## src/rtl/vmon_pkg.sv

```systemverilog
package vmon_pkg;
   typedef struct packed {
      logic mode_rst;
      logic dir_fall;
      logic filt_on;
      logic mon_en;
      logic det_en;
   } vmon_ctl_t;

   localparam int CTL_W    = 5;
   localparam int FLAG_POS = 5;
   localparam int LVL_POS  = 6;
endpackage

```

## src/rtl/vmon_sync.sv

```systemverilog
module vmon_sync #(
   parameter int STAGES = 2
) (
   input  logic clk,
   input  logic rst_n,
   input  logic d,
   output logic q
);
   if (STAGES < 2 || STAGES > 8) begin : g_bad_stages
      $error("vmon_sync: STAGES must be within 2..8");
   end

   logic [STAGES-1:0] chain;

   genvar i;
   for (i = 0; i < STAGES; i++) begin : g_stage
      always_ff @(posedge clk or negedge rst_n) begin
         if (!rst_n) chain[i] <= 1'b0;
         else if (i == 0) chain[i] <= d;
         else chain[i] <= chain[(i == 0) ? 0 : i-1];
      end
   end

   assign q = chain[STAGES-1];
endmodule

```

## src/rtl/vmon_filter.sv

```systemverilog
module vmon_filter #(
   parameter int SAMPLES = 3
) (
   input  logic clk,
   input  logic rst_n,
   input  logic active,
   input  logic filt_on,
   input  logic samp_en,
   input  logic d,
   output logic lvl
);
   if (SAMPLES < 1 || SAMPLES > 255) begin : g_bad_samples
      $error("vmon_filter: SAMPLES must be within 1..255");
   end

   logic gated;
   assign gated = active && filt_on;

   if (SAMPLES == 1) begin : g_direct
      always_ff @(posedge clk or negedge rst_n) begin
         if (!rst_n) lvl <= 1'b0;
         else if (!gated || samp_en) lvl <= d;
      end
   end else begin : g_count
      localparam int CW = $clog2(SAMPLES);
      localparam logic [CW-1:0] LAST = CW'(SAMPLES - 1);
      logic [CW-1:0] run;

      always_ff @(posedge clk or negedge rst_n) begin
         if (!rst_n) begin
            lvl <= 1'b0;
            run <= '0;
         end else if (!gated) begin
            lvl <= d;
            run <= '0;
         end else if (samp_en) begin
            if (d == lvl) begin
               run <= '0;
            end else if (run == LAST) begin
               lvl <= d;
               run <= '0;
            end else begin
               run <= run + CW'(1);
            end
         end
      end

      // the count is idle one cycle after the filter is bypassed
      p_run_idle_r10: assert property (@(posedge clk) disable iff (!rst_n)
         !gated |=> (run == '0));
   end

   // while filtering, the level only moves on a sampling pulse
   p_accept_on_sample_r4: assert property (@(posedge clk) disable iff (!rst_n)
      ((lvl != $past(lvl)) && $past(gated)) |-> $past(samp_en));
endmodule

```

## src/rtl/vmon_rst_timer.sv

```systemverilog
module vmon_rst_timer #(
   parameter int TICKS = 60
) (
   input  logic clk,
   input  logic rst_n,
   input  logic active,
   input  logic start,
   input  logic tick,
   output logic busy
);
   if (TICKS < 1 || TICKS > 65535) begin : g_bad_ticks
      $error("vmon_rst_timer: TICKS must be within 1..65535");
   end

   localparam int CW = $clog2(TICKS + 1);
   localparam logic [CW-1:0] LOAD = CW'(TICKS);

   logic [CW-1:0] left;

   always_ff @(posedge clk or negedge rst_n) begin
      if (!rst_n) left <= '0;
      else if (!active) left <= '0;
      else if (start) left <= LOAD;
      else if (tick && left != '0) left <= left - CW'(1);
   end

   assign busy = (left != '0);

   // the reset request ends only on a low-speed tick or a disable
   p_release_on_tick_r9: assert property (@(posedge clk) disable iff (!rst_n)
      $fell(busy) |-> ($past(tick) || !$past(active)));
endmodule

```

## src/rtl/vmon_evt_ctrl.sv

```systemverilog
module vmon_evt_ctrl #(
   parameter int SYNC_STAGES  = 2,
   parameter int FILT_SAMPLES = 3,
   parameter int RST_TICKS    = 60
) (
   input  logic       clk,
   input  logic       rst_n,
   input  logic       wr_en,
   input  logic [5:0] wr_data,
   output logic [6:0] rd_data,
   input  logic       cmp_raw,
   input  logic       samp_en,
   input  logic       lo_tick,
   input  logic       irq_ack,
   output logic       irq_req,
   output logic       rst_req
);
   import vmon_pkg::*;

   vmon_ctl_t ctl;
   logic      flag, prev, lvl, sync_q, active, evt, up, down;

   always_ff @(posedge clk or negedge rst_n) begin
      if (!rst_n) ctl <= '0;
      else if (wr_en) ctl <= vmon_ctl_t'(wr_data[CTL_W-1:0]);
   end

   assign active = ctl.det_en && ctl.mon_en;

   vmon_sync #(.STAGES(SYNC_STAGES)) u_sync (
      .clk(clk), .rst_n(rst_n), .d(cmp_raw), .q(sync_q)
   );

   vmon_filter #(.SAMPLES(FILT_SAMPLES)) u_filt (
      .clk(clk), .rst_n(rst_n), .active(active), .filt_on(ctl.filt_on),
      .samp_en(samp_en), .d(sync_q), .lvl(lvl)
   );

   always_ff @(posedge clk or negedge rst_n) begin
      if (!rst_n) prev <= 1'b0;
      else prev <= lvl;
   end

   assign up   = lvl && !prev;
   assign down = !lvl && prev;
   always_comb begin
      if (!active) evt = 1'b0;
      else if (ctl.filt_on) evt = up || down;
      else if (ctl.dir_fall) evt = down;
      else evt = up;
   end

   always_ff @(posedge clk or negedge rst_n) begin
      if (!rst_n) flag <= 1'b0;
      else if (evt) flag <= 1'b1;
      else if (wr_en && !wr_data[FLAG_POS]) flag <= 1'b0;
   end

   always_ff @(posedge clk or negedge rst_n) begin
      if (!rst_n) irq_req <= 1'b0;
      else if (!active) irq_req <= 1'b0;
      else if (evt && !ctl.mode_rst) irq_req <= 1'b1;
      else if (irq_ack) irq_req <= 1'b0;
   end

   vmon_rst_timer #(.TICKS(RST_TICKS)) u_tmr (
      .clk(clk), .rst_n(rst_n), .active(active),
      .start(evt && ctl.mode_rst), .tick(lo_tick), .busy(rst_req)
   );

   assign rd_data = {lvl, flag, ctl};

   // the flag falls only through a software clear with no crossing
   p_flag_sw_clear_r7: assert property (@(posedge clk) disable iff (!rst_n)
      $fell(flag) |-> $past(wr_en && !wr_data[FLAG_POS] && !evt));

   // the flag rises only while both enables were set
   p_flag_gated_r2: assert property (@(posedge clk) disable iff (!rst_n)
      $rose(flag) |-> $past(ctl.det_en && ctl.mon_en));

   // an acknowledge with no new crossing drops the request
   p_ack_clears_r8: assert property (@(posedge clk) disable iff (!rst_n)
      (irq_ack && !evt) |=> !irq_req);

   // nothing stays requested after the block goes inactive
   p_idle_off_r10: assert property (@(posedge clk) disable iff (!rst_n)
      !active |=> (!irq_req && !rst_req));

   // a reset-mode crossing never raises an interrupt
   p_rst_no_irq_r9: assert property (@(posedge clk) disable iff (!rst_n)
      (evt && ctl.mode_rst && !irq_req) |=> (rst_req && !irq_req));
endmodule

```

## config.mk

```make
export PLATFORM = sky130hd
export DESIGN_NAME = vmon_evt_ctrl
export DESIGN_NICKNAME = d
export VERILOG_FILES = /design/src/rtl/vmon_pkg.sv /design/src/rtl/vmon_sync.sv /design/src/rtl/vmon_filter.sv /design/src/rtl/vmon_rst_timer.sv /design/src/rtl/vmon_evt_ctrl.sv
export SDC_FILE = /design/constraint.sdc
export NUM_CORES = 1
export LEC_CHECK = 0
export CORE_UTILIZATION = 44
export DETAILED_ROUTE_END_ITERATION = 8
export PLACE_DENSITY = 0.81
export SETUP_SLACK_MARGIN = 0.5
export SLEW_MARGIN = 10
export SYNTH_ARGS = -nofsm -noshare
export SYNTH_HDL_FRONTEND = slang
export SYNTH_SLANG_ARGS = --single-unit
```

## constraint.sdc

```tcl
create_clock -name clk -period 1.45 [get_ports clk]
set_input_delay 0.145 -clock clk [delete_from_list [all_inputs] [get_ports clk]]
set_output_delay 0.145 -clock clk [all_outputs]
set_load 0.02 [all_outputs]
```

==> impl_metrics.ini, run 1 <==
[placement]
hpwl_microns = 1590
place_ws_ns = -0.2014
gp_congestion = 0.8206
port-buffer-count = 21
dp_cells = 154

[sta]
finalSetupViolations = 7
worst_pin_slew_ns = 0.4112
fin_crit_ns = 1.591
relSlewSlack_pct = 72.59
period_share_pct = 109.7
hold_viol = 0
fin_ws_ns = -0.1411
fin_skew_ns = 0.007761
rsz0062_at_grt = true
slew_viol_final = 0
fmax_ghz = 0.6285

[synth]
synth-main-ff-cell = dfrtp_1
synth_area_leaders = dfrtp_1 49%, mux2_2 8.1%, ha_1 5.2%, o21ai_0 3.6%, nand2b_1 3.2%
synth_cell_types = 29
seq_area_frac_synth_pct = 48.97
yosys_warnings = 0
syn_area_sq_um = 970.9
avgSynthCellArea_sq_um = 10.44
syn-num-nets = 110
yosys.area.top_type_share_pct = 48.97
syn_inst = 93
synth-edff-count = 0
synth-seq-cells = 19
synth_area_leader_cell = dfrtp_1
synthArstFlopShare_pct = 100.0

[detailed_routing]
viasPerCell = 5.464
wl_microns = 2617
drt_iter0_drc = 10
vias = 907
antenna_left = 0
dr.pass1.iters = 4
drc = 0
wl_per_cell_microns = 15.77

[floorplan]
die_w_microns = 48.98
ios = 22
core-area_sq_um = 2022
start_util_pct = 48.02
die_area_sq_um = 2399
fp.dieH_microns = 48.98
rows = 16

[critical_path]
cp_max_fo = 2
cp-end-kind = flop
cp.arrival_ns = 1.82
path_cells = buf_4, or4b_4, or3_1, a31oi_1
crit_path_top_delay_cell = or4b_4
startpoint_type = flop
crit_buf_inv = 1
crit_family = simple AND/OR/NAND/NOR gates
cp_slowest_stage_delay_ns = 0.52
worstSetupPathType = reg2reg
crit_required_ns = 1.68

[global_route]
grt_first_pass_wirelength_microns = 4050
first_global_vias = 940
track_usage_pct = 22.24
antenna_found_initial = 0
grt_max_degree = 20
overflow = 0

[pwr]
powerDensity_nw_per_um2 = 966.6
peakVddDrop_uv = 708.7
leakage_uw = 0.0006757

[final_layout]
areaGrowthSynthToFinish_pct = 61.60
fin_nets = 157
drive_gt1_share_pct = 50.36
antenna_cells = 0
layoutNonFillerInstCount = 166
fin_util_pct = 77.60

[clock_network]
tritoncts = built
clock_sinks = 19
cts_inserted_buffers = 3
clock_path_buffers = 2
clk_root_buffer_cell = clkbuf_4
clk_pin_slew_ns = 0.10
clk-insertion-delay-late_ns = 0.31
htreeDepth = 1

[run]
max-cap-violations = 0

[run_status]
violations = setup timing
outcome = finished with violations

[worst_hold_path]
hold_path_class = in2async
==> final cells by class <==
cell class | instances | area, sq um
multi-input cells | 63 | 583.1
inverters | 7 | 26.28
well taps | 27 | 33.78
repair buffers | 46 | 421.7
clock buffers | 4 | 26.28
flip-flops and latches | 19 | 478.0
fillers | 125 | 452.9
==> metrics by stage <==
stage	total power (uW)	TNS (ns)	instance area (sq um)	hold WS, ns
3_5_place_dp	1117	-0.5998	1354	0.3460
5_1_grt	1597	-1.098	1569	0.1680
3_3_place_gp	1100	-0.3678	1354	0.3341
6_report	1517	-0.5465	1569	0.1519
4_1_cts	1444	-0.3522	1488	0.1739
2_1_floorplan	890.0	0	1008	-0.1506
==> kinds of logic after synthesis <==
| family | count (synthesis) | share of synthesized area [%] |
|---|---|---|
| AND/OR/NAND/NOR | 27 | 15.59 |
| flip-flops | 19 | 48.97 |
| XOR/XNOR | 1 | 0.9022 |
| buffers and inverters | 11 | 5.412 |
| adder cells (fa/ha/maj) | 4 | 5.155 |
| AO/OA/AOI/OAI | 24 | 15.85 |
| multiplexers | 7 | 8.119 |
==> registers in the layout, indices dropped and copies added, names as in the netlist <==
signal,cells
prev,1
rd_data,5
u_filt.g_count.run,2
u_filt.lvl,1
u_sync.q,1
u_tmr.left,6
u_sync.chain,1
irq_req,1
flag,1
==> per-layer routing <==
layer | vias up | track usage (%) | wire length, microns | share of wire (%)
met2 | 25 | 37.73 | 1408 | 54
met4 | 0 | 5.882 | 10 | 0.38
li1 | 422 | - | - | -
met1 | 457 | 26.31 | 1081 | 41
met3 | 3 | 8.411 | 116 | 4.4
met5 | - | 0 | 0 | 0
==> synthesized netlist by cell type, drive strengths merged, types with 2 or more instances <==
cell type / count
buf: 3
nand2b: 5
nand2: 6
inv: 7
ha: 4
o211ai: 2
o31ai: 2
nor2b: 3
a31oi: 4
o21ai: 7
dfrtp: 19
mux2: 7
a21oi: 4
nor2: 3
nand3: 3
==> worst reg2reg max path, cell delays in order, from the launching register on <==
cell and delay [ns]:
dfrtp_1 0.40, buf_4 0.15, or4b_4 0.53, or3_1 0.31, a31oi_1 0.15
==> power by group <==
group          total [uW]  internal, uW  switching (uW)
Combinational         616           336             279
Sequential            632           577            54.6
Clock                 269           108             162
==> repair_timing <==
action,CTS,global route
buffers inserted,4,4
pin swaps,7,3
hold buffers,0,0
resized for setup,68,11
setup endpoints to repair,25,20
==> placed cells by master, fill, tap and decap left out, types with 3 or more instances in the layout <==
cell type        Yosys  layout
mux2_2               7       5
nand2b_1             5       5
nor2_1               3       3
buf_6                0      13
o21ai_0              7       3
nand2_1              6       5
ha_2                 0       3
buf_4                3      19
a31oi_1              4       3
clkdlybuf4s50_1      0      11
clkbuf_4             0       3
dfrtp_1             19      17
inv_1                7       5
==> worst paths after layout <==
check	to	start	depth (start not counted)	slack, ns
min in group clk	u_sync.chain[0]$_DFF_PN0_	cmp_raw	1	0.27
min reg2reg	u_sync.q$_DFF_PN0_	u_sync.chain[0]$_DFF_PN0_	0	0.36
max reg2reg	u_tmr.left[3]$_DFFE_PN0P_	u_tmr.left[1]$_DFFE_PN0P_	4	-0.14
min	rd_data[3]$_DFFE_PN0P_	rst_n	2	0.15
max	u_tmr.left[3]$_DFFE_PN0P_	u_tmr.left[1]$_DFFE_PN0P_	4	-0.14
max in group asynchronous	rd_data[0]$_DFFE_PN0P_	rst_n	2	1.07
Note: power is estimated with default switching activity, not from simulation.
==> run 2: changes to the inputs <==
- SKIP_CTS_REPAIR_TIMING: unset -> 1
==> run 2 against run 1 <==
  * The flow still finishes with violations (setup timing)
  * Die area unchanged
  * Register-to-register slack about the same
  * Worst hold slack better by 0.012 ns
  * Setup slack better by 0.0043 ns
  * Sequential cell count unchanged
  * Clock skew about the same
  * Via count down 5.0%
  * Count of clock-buffer cells in the layout unchanged
  * Critical path type unchanged
  * Largest cell class unchanged
==> impl_metrics.ini, run 2 (same netlist as run 1, synthesis figures left out) <==
[detailed_routing]
antenna_left = 0
viasPerCell = 5.256
dr.pass1.iters = 4
wl_microns = 2301
drc = 0
drt_iter0_drc = 12
vias = 862
wl_per_cell_microns = 14.03

[floorplan]
ios = 22
start_util_pct = 48.02
fp.dieH_microns = 48.98
die_w_microns = 48.98
core-area_sq_um = 2022
die_area_sq_um = 2399
rows = 16

[clock_network]
cts_inserted_buffers = 3
clock_sinks = 19
clk_root_buffer_cell = clkbuf_4
tritoncts = built
clock_path_buffers = 2
htreeDepth = 1
clk-insertion-delay-late_ns = 0.30
clk_pin_slew_ns = 0.11

[final_layout]
final_cell_mix = 23 x buf_4, 16 x dfrtp_1, 11 x clkdlybuf4s50_1, 8 x buf_6, 6 x inv_1
multi_input_area_sq_um = 590.6
largest-register = u_tmr.left
final_common_cell = buf_4
regArea_sq_um = 479.2
fin_nets = 155
drive_gt1_share_pct = 50.36
fin_area_sq_um = 1546
fill_cells = 131
areaGrowthSynthToFinish_pct = 59.28
antenna_cells = 0
largest_reg_flops = 6

[run]
max-cap-violations = 0

[pwr]
peakVddDrop_uv = 750.5
power_switching_uw = 475.1
fin_total_pwr_uw = 1482
powerDensity_nw_per_um2 = 958.3
leakage_uw = 0.0006649
switching_share_pct = 32.05
p_comb_share_pct = 39.7
power_frac_clock_pct = 17.7
p_int_uw = 1007
seqPwrFrac_pct = 42.6

[run_status]
violations = setup timing
outcome = finished with violations

[critical_path]
crit_required_ns = 1.67
crit_path_top_delay_cell = or4b_4
cp.arrival_ns = 1.81
r2r_cells = 4
crit_buf_inv = 1
worst-path-stages = 4
cp_max_fo = 2
worstSetupPathType = reg2reg
cp_slowest_stage_delay_ns = 0.52
path_cells = buf_4, or4b_4, or3_1, a31oi_1
cp-end-kind = flop
crit_family = simple AND/OR/NAND/NOR gates
startpoint_type = flop

[worst_hold_path]
hold_path_class = in2async

[global_route]
first_global_vias = 870
overflow = 0
grt_max_degree = 20
track_usage_pct = 19.65
antenna_found_initial = 0
grt_first_pass_wirelength_microns = 3615

[placement]
hpwl_microns = 1590
placed_area_sq_um = 1354
port-buffer-count = 21
gp_congestion = 0.8206

[sta]
relSlewSlack_pct = 77.35
finalSetupViolations = 4
fmax_ghz = 0.6302
fin_crit_ns = 1.587
rsz0062_at_grt = true
slew_viol_final = 0
fin_ws_ns = -0.1367
period_share_pct = 109.4
worst_pin_slew_ns = 0.3392
hold_viol = 0
fin_skew_ns = 0.007993
run 2: stage by stage:
step / util (%) / TNS, ns / setup slack, ns / cells / hold slack (ns)
after floorplan: - / 0 / 0.01513 / 93 / -0.1506
after global placement: 66.96 / -0.3678 / -0.1462 / 154 / 0.3341
after detailed placement: 66.96 / -0.5998 / -0.2014 / 154 / 0.3460
after CTS: 68.26 / -1.325 / -0.4753 / 158 / 0.1739
after global routing: 76.49 / -0.7802 / -0.1731 / 164 / 0.1641
final: 76.49 / -0.3639 / -0.1367 / 164 / 0.1637
run 2: power groups by stage:
| stage | clock (uW) | sequential [uW] | combinational (uW) |
|---|---|---|---|
| 2_1_floorplan | 0 | 644 | 246 |
| 3_3_place_gp | 0 | 628 | 472 |
| 3_5_place_dp | 0 | 632 | 485 |
| 4_1_cts | 267 | 622 | 487 |
| 5_1_grt | 303 | 637 | 629 |
| 6_report | 262 | 631 | 589 |
run 2: path summary, 6_finish.rpt:
kind,start,end,slack [ns]
hold reg to reg,u_sync.chain[0]$_DFF_PN0_,u_sync.q$_DFF_PN0_,0.36
hold / removal,rst_n,rd_data[3]$_DFFE_PN0P_,0.16
max in group asynchronous,rst_n,rd_data[1]$_DFFE_PN0P_,1.06
setup reg to reg,u_tmr.left[1]$_DFFE_PN0P_,u_tmr.left[3]$_DFFE_PN0P_,-0.14
min in group clk,cmp_raw,u_sync.chain[0]$_DFF_PN0_,0.28
setup / recovery,u_tmr.left[1]$_DFFE_PN0P_,u_tmr.left[3]$_DFFE_PN0P_,-0.14
run 2: worst register-to-register path, delay by kind of cell, from the launching register on:
kind                   cells  cell delay [ns]
AO/OA/AOI/OAI              1             0.15
buffers and inverters      1             0.15
flip-flops                 1             0.40
AND/OR/NAND/NOR            2             0.83
run 2: metal layers:
layer | up-vias | GRT usage (%) | share of wire (%)
met3 | 4 | 7.477 | 4.7
met1 | 417 | 23.74 | 47
met4 | 0 | 3.431 | 1.3
li1 | 417 | - | -
met2 | 24 | 33.56 | 47
met5 | - | 0 | 0
run 2: layout make-up:
type,instances,area share [%]
well taps,27,2.184
flip-flops and latches,19,30.99
inverters,7,1.699
multi-input cells,63,38.19
clock buffers,4,1.699
repair buffers,44,25.24
